**src/rtl/evtimer_pkg.sv**
```systemverilog
package evtimer_pkg;
    localparam int PRE_W  = 3;
    localparam int DIV_W  = 1 << PRE_W;
    localparam int ADDR_W = 3;

    localparam logic [ADDR_W-1:0] A_CTRL   = 3'd0;
    localparam logic [ADDR_W-1:0] A_COUNT  = 3'd1;
    localparam logic [ADDR_W-1:0] A_RELOAD = 3'd2;
    localparam logic [ADDR_W-1:0] A_MATCH  = 3'd3;
    localparam logic [ADDR_W-1:0] A_CAPT   = 3'd4;
    localparam logic [ADDR_W-1:0] A_FLAGS  = 3'd5;
    localparam logic [ADDR_W-1:0] A_WAKE   = 3'd6;

    typedef enum logic {RUN_IDLE, RUN_COUNT} run_state_e;
    typedef enum logic {PIN_REST, PIN_PULSE} pin_state_e;
    typedef enum logic [1:0] {TRG_OFF = 2'b00, TRG_OVF = 2'b01,
                              TRG_BOTH = 2'b10, TRG_RSVD = 2'b11} trg_e;

    // control word bits 12:1; bit 0 is the run state
    typedef struct packed {
        logic             toggle;
        trg_e             trg;
        logic [1:0]       capm;
        logic             pol;
        logic             cmp_en;
        logic             pre_en;
        logic [PRE_W-1:0] ptv;
        logic             reload_en;
    } ctrl_t;

    localparam int CTRL_W = $bits(ctrl_t) + 1;
endpackage

```
**src/rtl/evtimer_prescale.sv**
```systemverilog
module evtimer_prescale
    import evtimer_pkg::*;
(
    input  logic             clk,
    input  logic             rst_n,
    input  logic             run,
    input  logic             tick,
    input  logic             pre_en,
    input  logic [PRE_W-1:0] ptv,
    output logic             step
);
    logic [DIV_W-1:0] pcnt;
    logic [DIV_W-1:0] lim;
    logic             wrap;

    always_comb begin
        lim  = DIV_W'((1 << (ptv + 1)) - 1);
        wrap = (pcnt == lim);
        step = pre_en ? (tick & wrap) : tick;
    end

    always_ff @(posedge clk) begin
        if (!rst_n || !run) begin
            pcnt <= '0;
        end else if (tick) begin
            pcnt <= wrap ? '0 : pcnt + 1'b1;
        end
    end
endmodule

```
**src/rtl/evtimer_capture.sv**
```systemverilog
module evtimer_capture
    import evtimer_pkg::*;
(
    input  logic       clk,
    input  logic       rst_n,
    input  logic       evt_in,
    input  logic [1:0] capm,
    output logic       hit
);
    logic [2:0] shreg;
    logic       rise;
    logic       fall;

    always_ff @(posedge clk) begin
        if (!rst_n) shreg <= '0;
        else        shreg <= {shreg[1:0], evt_in};
    end

    always_comb begin
        rise = shreg[1] & ~shreg[2];
        fall = ~shreg[1] & shreg[2];
        hit  = (capm[0] & rise) | (capm[1] & fall);
    end
endmodule

```
**src/rtl/evtimer_pin.sv**
```systemverilog
module evtimer_pin
    import evtimer_pkg::*;
(
    input  logic clk,
    input  logic rst_n,
    input  logic active,
    input  logic toggle,
    input  logic pol,
    input  logic trig,
    input  logic step,
    output logic pin
);
    pin_state_e pst, pst_nx;
    logic       pin_nx;

    always_comb begin
        pst_nx = pst;
        pin_nx = pin;
        if (!active) begin                    // DISARM
            pst_nx = PIN_REST;
            pin_nx = pol;
        end else begin
            unique case (pst)
                PIN_REST: if (trig) begin
                    if (toggle) begin
                        pin_nx = ~pin;
                    end else begin            // PULSE_BEGIN
                        pin_nx = ~pol;
                        pst_nx = PIN_PULSE;
                    end
                end
                PIN_PULSE: if (step && !trig) begin   // PULSE_END
                    pin_nx = pol;
                    pst_nx = PIN_REST;
                end
            endcase
        end
    end

    always_ff @(posedge clk) begin
        if (!rst_n) pst <= PIN_REST;
        else        pst <= pst_nx;
    end

    always_ff @(posedge clk) begin
        if (!rst_n) pin <= 1'b0;
        else        pin <= pin_nx;
    end
endmodule

```
**src/rtl/evtimer.sv**
```systemverilog
module evtimer
    import evtimer_pkg::*;
#(
    parameter int CNT_W = 32
) (
    input  logic              clk,
    input  logic              rst_n,
    input  logic              tick,
    input  logic              wr_en,
    input  logic [ADDR_W-1:0] addr,
    input  logic [CNT_W-1:0]  wdata,
    output logic [CNT_W-1:0]  rdata,
    input  logic              evt_in,
    output logic              pwm_out,
    output logic              wake_req
);
    localparam logic [CNT_W-1:0] CNT_MAX = '1;

    ctrl_t            ctrl;
    run_state_e       st, st_nx;
    logic [CNT_W-1:0] cnt, reload, cmpv, capv, nxt;
    logic [2:0]       flags, wmask, fclr;
    logic             running, step, adv, ovf, match, cap_hit, trig, pin_active;
    logic             wr_ctrl, wr_cnt;

    always_comb begin
        wr_ctrl = wr_en && (addr == A_CTRL);
        wr_cnt  = wr_en && (addr == A_COUNT);
        fclr    = (wr_en && (addr == A_FLAGS)) ? wdata[2:0] : 3'b000;
        running = (st == RUN_COUNT);
        adv     = running && step && !wr_cnt;
        ovf     = adv && (cnt == CNT_MAX);
        nxt     = ovf ? (ctrl.reload_en ? reload : '0) : cnt + 1'b1;
        match   = adv && ctrl.cmp_en && (nxt == cmpv);
        pin_active = running && (ctrl.trg == TRG_OVF || ctrl.trg == TRG_BOTH);
        trig    = (ovf && (ctrl.trg == TRG_OVF || ctrl.trg == TRG_BOTH)) ||
                  (match && ctrl.trg == TRG_BOTH);
    end

    // counter run-state transitions
    always_comb begin
        st_nx = st;
        unique case (st)
            RUN_IDLE:  if (wr_ctrl && wdata[0]) st_nx = RUN_COUNT;          // START
            RUN_COUNT: if (wr_ctrl && !wdata[0]) st_nx = RUN_IDLE;          // STOP
                       else if (!wr_ctrl && ovf && !ctrl.reload_en)
                           st_nx = RUN_IDLE;                                // EXPIRE
        endcase
    end

    always_ff @(posedge clk) begin
        if (!rst_n) st <= RUN_IDLE;
        else        st <= st_nx;
    end

    always_ff @(posedge clk) begin
        if (!rst_n) begin
            ctrl   <= '0;
            cnt    <= '0;
            reload <= '0;
            cmpv   <= '0;
            capv   <= '0;
            flags  <= '0;
            wmask  <= '0;
        end else begin
            if (wr_ctrl)                      ctrl   <= ctrl_t'(wdata[CTRL_W-1:1]);
            if (wr_en && addr == A_RELOAD)    reload <= wdata;
            if (wr_en && addr == A_MATCH)     cmpv   <= wdata;
            if (wr_en && addr == A_WAKE)      wmask  <= wdata[2:0];
            if (wr_cnt)                       cnt    <= wdata;
            else if (adv)                     cnt    <= nxt;
            if (cap_hit)                      capv   <= cnt;
            flags <= (flags & ~fclr) | {cap_hit, match, ovf};
        end
    end

    always_comb begin
        rdata = '0;
        case (addr)
            A_CTRL:   rdata[CTRL_W-1:0] = {ctrl, running};
            A_COUNT:  rdata = cnt;
            A_RELOAD: rdata = reload;
            A_MATCH:  rdata = cmpv;
            A_CAPT:   rdata = capv;
            A_FLAGS:  rdata[2:0] = flags;
            A_WAKE:   rdata[2:0] = wmask;
            default:  rdata = '0;
        endcase
        wake_req = |(flags & wmask);
    end

    evtimer_prescale u_pre (
        .clk(clk), .rst_n(rst_n), .run(running), .tick(tick),
        .pre_en(ctrl.pre_en), .ptv(ctrl.ptv), .step(step)
    );

    evtimer_capture u_cap (
        .clk(clk), .rst_n(rst_n), .evt_in(evt_in), .capm(ctrl.capm), .hit(cap_hit)
    );

    evtimer_pin u_pin (
        .clk(clk), .rst_n(rst_n), .active(pin_active), .toggle(ctrl.toggle),
        .pol(ctrl.pol), .trig(trig), .step(step), .pin(pwm_out)
    );
endmodule

```
**config.mk**
```make
export PLATFORM = sky130hd
export DESIGN_NAME = evtimer
export DESIGN_NICKNAME = d
export VERILOG_FILES = /design/src/rtl/evtimer_pkg.sv /design/src/rtl/evtimer_prescale.sv /design/src/rtl/evtimer_capture.sv /design/src/rtl/evtimer_pin.sv /design/src/rtl/evtimer.sv
export SDC_FILE = /design/constraint.sdc
export NUM_CORES = 1
export LEC_CHECK = 0
export ABC_AREA = 1
export BUFFER_PORTS_ARGS = -buffer_cell sky130_fd_sc_hd__buf_2
export CAP_MARGIN = 20
export CORE_ASPECT_RATIO = 1.25
export CORE_MARGIN = 5
export CORE_UTILIZATION = 54
export CTS_CLUSTER_DIAMETER = 200
export DETAILED_ROUTE_END_ITERATION = 7
export GPL_TIMING_DRIVEN = 0
export PLACE_DENSITY = 0.79
export SLEW_MARGIN = 0
export SYNTH_ARGS = -nofsm -noshare
export SYNTH_HDL_FRONTEND = slang
export SYNTH_HIERARCHICAL = 1
export SYNTH_SLANG_ARGS = --single-unit
```
**constraint.sdc**
```tcl
create_clock -name clk -period 10.41 [get_ports clk]
set_clock_uncertainty 0.05 [all_clocks]
set_input_delay 0 -clock clk [delete_from_list [all_inputs] [get_ports clk]]
set_output_delay 0 -clock clk [all_outputs]
set_load 0.02 [all_outputs]
```
-- After elaboration in Yosys (flattened, before gate mapping)
Index checks and enable logic that the tools add are counted.
- flip-flop bits (word level): 160
- bits of input ports: 40
- output and inout port bits: 34
- word-level logic and storage cells: 110
- add/subtract/negate cells: 4
- equal/unequal tests: 13
- shifts and indexed selects: 1
- multiplexer cells: 23
- bitwise logic cells: 16
- reduce and logical (&&, ||, !) cells: 34
- operators by type and width (kind ; number):
    $mux 32 ; 4
    $pmux 19 s4 ; 1
    $pmux 10 s5 ; 1
    $add 32x1->32 const B ; 1
    $eq 32x32->1 ; 1
    $eq 32x32->1 const B ; 1
    $shl 1x32->8 const A ; 1
    $pmux 3 s7 ; 1
    $logic_and 1x1->1 ; 19
    $mux 1 ; 11
    $eq 3x3->1 const B ; 3
    $add 8x1->8 const B ; 1
    $eq 8x8->1 ; 1
    $mux 8 ; 1
    $sub 8x2->8 const B ; 1
    $logic_not 1->1 ; 7
    $and 3x3->3 ; 2
    $eq 3x2->1 const B ; 2
    $ne 3x3->1 const B ; 2
    $not 1->1 ; 6
    $pmux 1 s2 ; 3
    $and 1x1->1 ; 5
    $add 3x1->4 const B ; 1
    $reduce_and 2->1 ; 2
    11 further kinds ; 13

-- Longest topological paths before layout
- word-level depth: 19
- depth in mapped cells: 36

-- By module
The synthesis kept the hierarchy.
- by module, submodules not included (module ; instances ; cells an instance ; area each (um^2)):
    evtimer ; 1 ; 1290 ; 8406.8
    evtimer_prescale ; 1 ; 113 ; 648.1
    evtimer_pin ; 1 ; 23 ; 130.1
    evtimer_capture ; 1 ; 14 ; 103.8

-- Worst setup path before layout
OpenSTA, ideal clock, no wires.
- path kind: register to register
- from: reg ctrl[1] in the netlist's numbering
- to: reg u_pin.pin
- library setup time: 0.113 ns
- arrival: 3.344 ns
- required time: 10.247 ns
- path slack: 6.903 ns
- stages on the path, launching flop included: 34
- buffers on the path: 1
- clock period less this slack: 3.507 ns
- path through: dfxtp_1 buf_4 nor2_1 nand2_1 ha_1 nor2_1 nor2_1 nand2_1 nor2_1 nand2_1 nor2_2 nand3_2 o21ai_0 nand2_1 inv_1 nand2_1 nor2_2 nand2_4 nand3_1 nand3_1 nand2_1 nand2_1 nor2_1 nand3_1 nor2_2 nand2_1 nand2_1 inv_1 nand2_1 nand3_1 nand2_2 nand2_1 nand2_1 nor2_1
- word-level cells in the longest chain between the ends: 18
- elaborated cells on any way between the ends: 21
- classes of those cells: add/sub: 2; eq/ne: 4; shift: 1; mux: 2; bitwise: 1; reduce/logical: 11
- RTL lines (what ; line ; text):
    start, declared ; evtimer.sv:19 ; ctrl_t ctrl;
    start signal, assigned ; evtimer.sv:66 ; if (wr_ctrl) ctrl <= ctrl_t'(wdata[CTRL_W-1:1]);
    $add 3x1->4 * ; evtimer_prescale.sv:17 ; lim = DIV_W'((1 << (ptv + 1)) - 1);
    $shl 1x32->8 * ; evtimer_prescale.sv:17 ;
    $sub 8x2->8 * ; evtimer_prescale.sv:17 ;
    $eq 8x8->1 * ; evtimer_prescale.sv:18 ; wrap = (pcnt == lim);
    $and 1x1->1 * ; evtimer_prescale.sv:19 ; step = pre_en ? (tick & wrap) : tick;
    $mux 1 * ; evtimer_prescale.sv:19 ;
    via step ; evtimer.sv:23 ; logic running, step, adv, ovf, match, cap_hit, trig, pin_active;
    $logic_and 1x1->1 * (2 in series) ; evtimer.sv:31 ; adv = running && step && !wr_cnt;
    [3 not listed] ; -- ;
    $logic_and 1x1->1 ; evtimer.sv:34 ; match = adv && ctrl.cmp_en && (nxt == cmpv);
    $logic_and 1x1->1 ; evtimer.sv:37 ; (match && ctrl.trg == TRG_BOTH);
    $logic_or 1x1->1 * ; evtimer.sv:36 ; trig = (ovf && (ctrl.trg == TRG_OVF || ctrl.trg == TRG_BOTH)) ||
    via trig ; evtimer.sv:23 ;
    $logic_not 1->1 ; evtimer_pin.sv:32 ; PIN_PULSE: if (step && !trig) begin
    $logic_and 1x1->1 ; evtimer_pin.sv:32 ;
    $ne 3x3->1 (no line) ; -- ;
    $reduce_and 2->1 (no line) * ; -- ;
    end signal, assigned ; evtimer_pin.sv:47 ; else pin <= pin_nx;
    end, declared ; evtimer_pin.sv:11 ; output logic pin
Mark *: on every way through the listed nets, which the timed path passes. The rest lies on a longest branch.
A chain may end at the register's enable or synchronous reset.

-- Worst setup path in the final report
- from: reg ctrl[3] in the netlist's numbering
- to: reg u_pin.pin
The elaborated chain is that of the path after synthesis.

==> impl_results.md <==
- Status: finished, final reports clean
- Worst reg-to-reg path cell count: 35
- Initial Util: between 50% and 60%
- Hold depth: 4
- Crit path buffers/inverters: 3
- Syn_nets: 1484
- HP Class: input pin to flip-flop
- Top FF cell, synth: dfxtp_1
- Final net count: ~1600
- Internal power: 1.08 mW
- Die Wd: between 100 and 150 um
- First-pass GRT wire length: between 60000 and 70000 um
- Max Root-Sink Buffers: 2
- Sw Ratio: 26.7%
- DRT Wirelength: 40700 um
- Ys async rst share: 0%
- Num CTS Buffers: 17
- Final min period: about 5200 ps
- CTS tree: done
- Layout Utilization: 64.9%
- 1st-pass router iterations: 7
- Final hold vios: 0
- GR peak layer: met2
- P_leak: between 4 and 5 nW
- Setup violators final: 0
- Worst Setup End Kind: flip-flop
- Most used cell, CP: nand2_1
- Root Buffer: clkbuf_16
- Io pins: 74
- Final period util: around half
- Delay-heaviest family, CP: simple AND/OR/NAND/NOR gates
- Largest cells by area after synthesis: dfxtp_1 34%, nand2_1 16%, nand3_1 6.9%, a21oi_1 6.5%, o21ai_0 6.0%
- Post-CTS setup buffer count: 0
- Routed vias/inst: 6.24
- Critical path fanouts, max: 10
- P per Cell Area: 135 mW/mm^2
- EDFF count, synth: 0
- Worst path slowest cell: nor2_2
- DRC Markers: 0
- Total of warnings raised by yosys: 6
- Met2 usage: 64.1%
- Power share of the sequential group: 43.4%
- Cell Area, Synth: 0.00929 mm^2
- Clk_lat worst skew: 440 ps
- CP Launch Type: flip-flop
- Pwr Total: 1.47 mW
- Dpl ws: 5470 ps
- RSZ-0062 raised after global routing: false
- Clock power frac: roughly 47%
- CP max stage delay: 580 ps
- Final HPWL DP: 28600 um
- Met3 Usage GRT: 8.98%
- Max VDD drop: 111 uV
- Slew margin rel.: 27.9%
- CTS H-tree lvls: 4
- GRT Residual Overflow: 0
- Cells after synthesis: between 1000 and 1500
- Post-synth top area cell: dfxtp_1
- FF-to-FF setup slack: about 5200 ps
- Max Freq: between 0.15 and 0.2 GHz
- Max-Cap Viols: 0
- GRT Resource Usage Total: between 40 and 50%
- Data required, critical path: 10690 ps
- Psw: ~390 uW
- Number of global-route vias before repair: 10600
- Post-synthesis sequential area ratio: between 30% and 40%
- Mapped Avg Cell Area: 6.45 um^2
- WS Path Type: flip-flop to flip-flop
- TritonCTS Sinks: 160
- Port Buf Inserts: 73
- Die Area: around 0.020 mm^2
- DR iter-0 viols: 1542
- Antenna-violating nets left: 0
- Share of cells above drive strength 1: between 10 and 15%
- Fillers: 1658
- Met1 Resource Use GR: 48.1%
- RD Place Congestion: just over 1
- Core box area: about 0.017 mm^2
- Post-CTS sizing: 0
- Worst-path clk slew: 70 ps
- Area grow syn2layout: 17.6%
- Vias: 11200
- # diodes: 0
- Combinational group share of total power: 10.1%
- Worst Path Arrival: 5440 ps
- Max Slew Vio Count: 0
- Netlist cell types: 43
- Worst Slack Setup Final: 5250 ps
- Die Height: 157 um
- Wire per inst: between 20 and 25 um
- Register bit total from synthesis: 160
- Setup TNS: 0 ps
- Synth top area share: between 30% and 40%
- Slew @ Worst Pin: 1080 ps
- Initial antenna violation count: 1
- Largest net degree at the start of global routing: 17
- Instance count on the critical path: 35
- Cell Rows: 53
==> cell usage after synthesis (4+ instances only) <==
library cell    n
nand2_1       400
dfxtp_1       160
inv_1         147
nand3_1       128
a21oi_1       121
o21ai_0       111
nor2_1         92
clkbuf_1       58
a31oi_1        32
o22ai_1        28
nand4_1        19
a221o_1        15
xor2_1         12
nand2_2        11
nor2_2         11
a221oi_1       10
nand3_2         8
nand2_4         7
nand3b_1        6
buf_1           5
clkinv_1        4
ha_1            4
nor2_4          4
nor3_1          4
nor3b_1         4
o2111ai_1       4
o21ai_1         4
==> worst register-to-register path: cells and delay by family (launching register included) <==
family | cells | cell delay (ps)
fa+ha+maj | 1 | 240
flops | 1 | 530
buf+inv | 3 | 310
simple gates | 30 | 3710
compound gates | 1 | 220
==> routing by layer <==
metal	wire (um)	vias up
met5	13	-
met4	3350	2
met3	4510	222
met2	18200	820
met1	14600	5120
li1	-	5070
==> kinds of logic after synthesis <==
group | Yosys count | synth area share [%]
and+or+nand+nor | 701 | 33.6
AOI/OAI and AO/OA | 334 | 20.5
buffers and inverters | 225 | 9.42
DFF | 160 | 34.5
xor gates and xnor gates | 15 | 1.41
adders and majority gates | 4 | 0.539
other | 1 | 0.0404
==> path summary, 6_finish.rpt <==
check	from	end
worst max-delay path	ctrl[3]	u_pin/pin
worst min-delay path	addr[0]	wmask[1]
worst max register to register	ctrl[3]	u_pin/pin
worst min register to register	u_cap/shreg[0]	u_cap/shreg[1]
==> state kept, by name, summed over array words and instances, names as in the netlist <==
signal	count
u_pin/pin	1
cnt	32
wmask	3
running	1
u_pin/pst	1
ctrl	12
capv	32
flags	3
u_cap/shreg	3
cmpv	32
reload	32
u_pre/pcnt	8
==> timing repair <==
action                                  CTS  global route
endpoints found under the setup margin    0             0
endpoints found under the hold margin   128             0
hold buffers                             37             0
==> area by class of cell <==
class	instances	area, um^2	area share [%]
plain buffers	71	297	2.71
clock buffers	18	439	4.02
clock inverters	12	185	1.70
inverters	154	578	5.29
multi-input cells	1055	5210	47.7
flip-flops and latches	160	3200	29.3
well taps	220	275	2.52
repair buffers	110	736	6.73
==> power groups by stage <==
| stage | Clock (mW) | Combinational, mW | Sequential [mW] |
|---|---|---|---|
| 2_1_floorplan | 0 | 0.0738 | 0.647 |
| 4_1_cts | 0.675 | 0.142 | 0.638 |
| 3_3_place_gp | 0 | 0.129 | 0.651 |
| 5_1_grt | 0.704 | 0.157 | 0.639 |
| 6_report | 0.684 | 0.149 | 0.638 |
| 3_5_place_dp | 0 | 0.131 | 0.651 |
==> metrics by stage <==
step                instance area [um^2]  hold slack (ps)  instances
floorplan                           9290             43.5       1440
global placement                    9930              128       1733
detailed placement                  9930              131       1733
CTS                                10900             9.84       1800
global route                       10900             46.0       1800
finish                             10900             13.9       1800
==> layout by cell type, fill, tap and decap left out, drive strengths merged, types with 4 or more instances in the layout <==
master       count
nor3             4
buf             86
a221oi          10
a221o           15
a31oi           32
xor2            12
dlygate4sd3     37
dfxtp          160
nand4           19
clkinv           7
bufinv           4
o21ai          116
a21oi          121
nor2           109
inv            152
o22ai           28
o2111ai          4
nor3b            4
nand3          137
nand2          418
ha               4
nand3b           6
clkbuf          76
No activity file was read; power rests on OpenSTA's default activity.
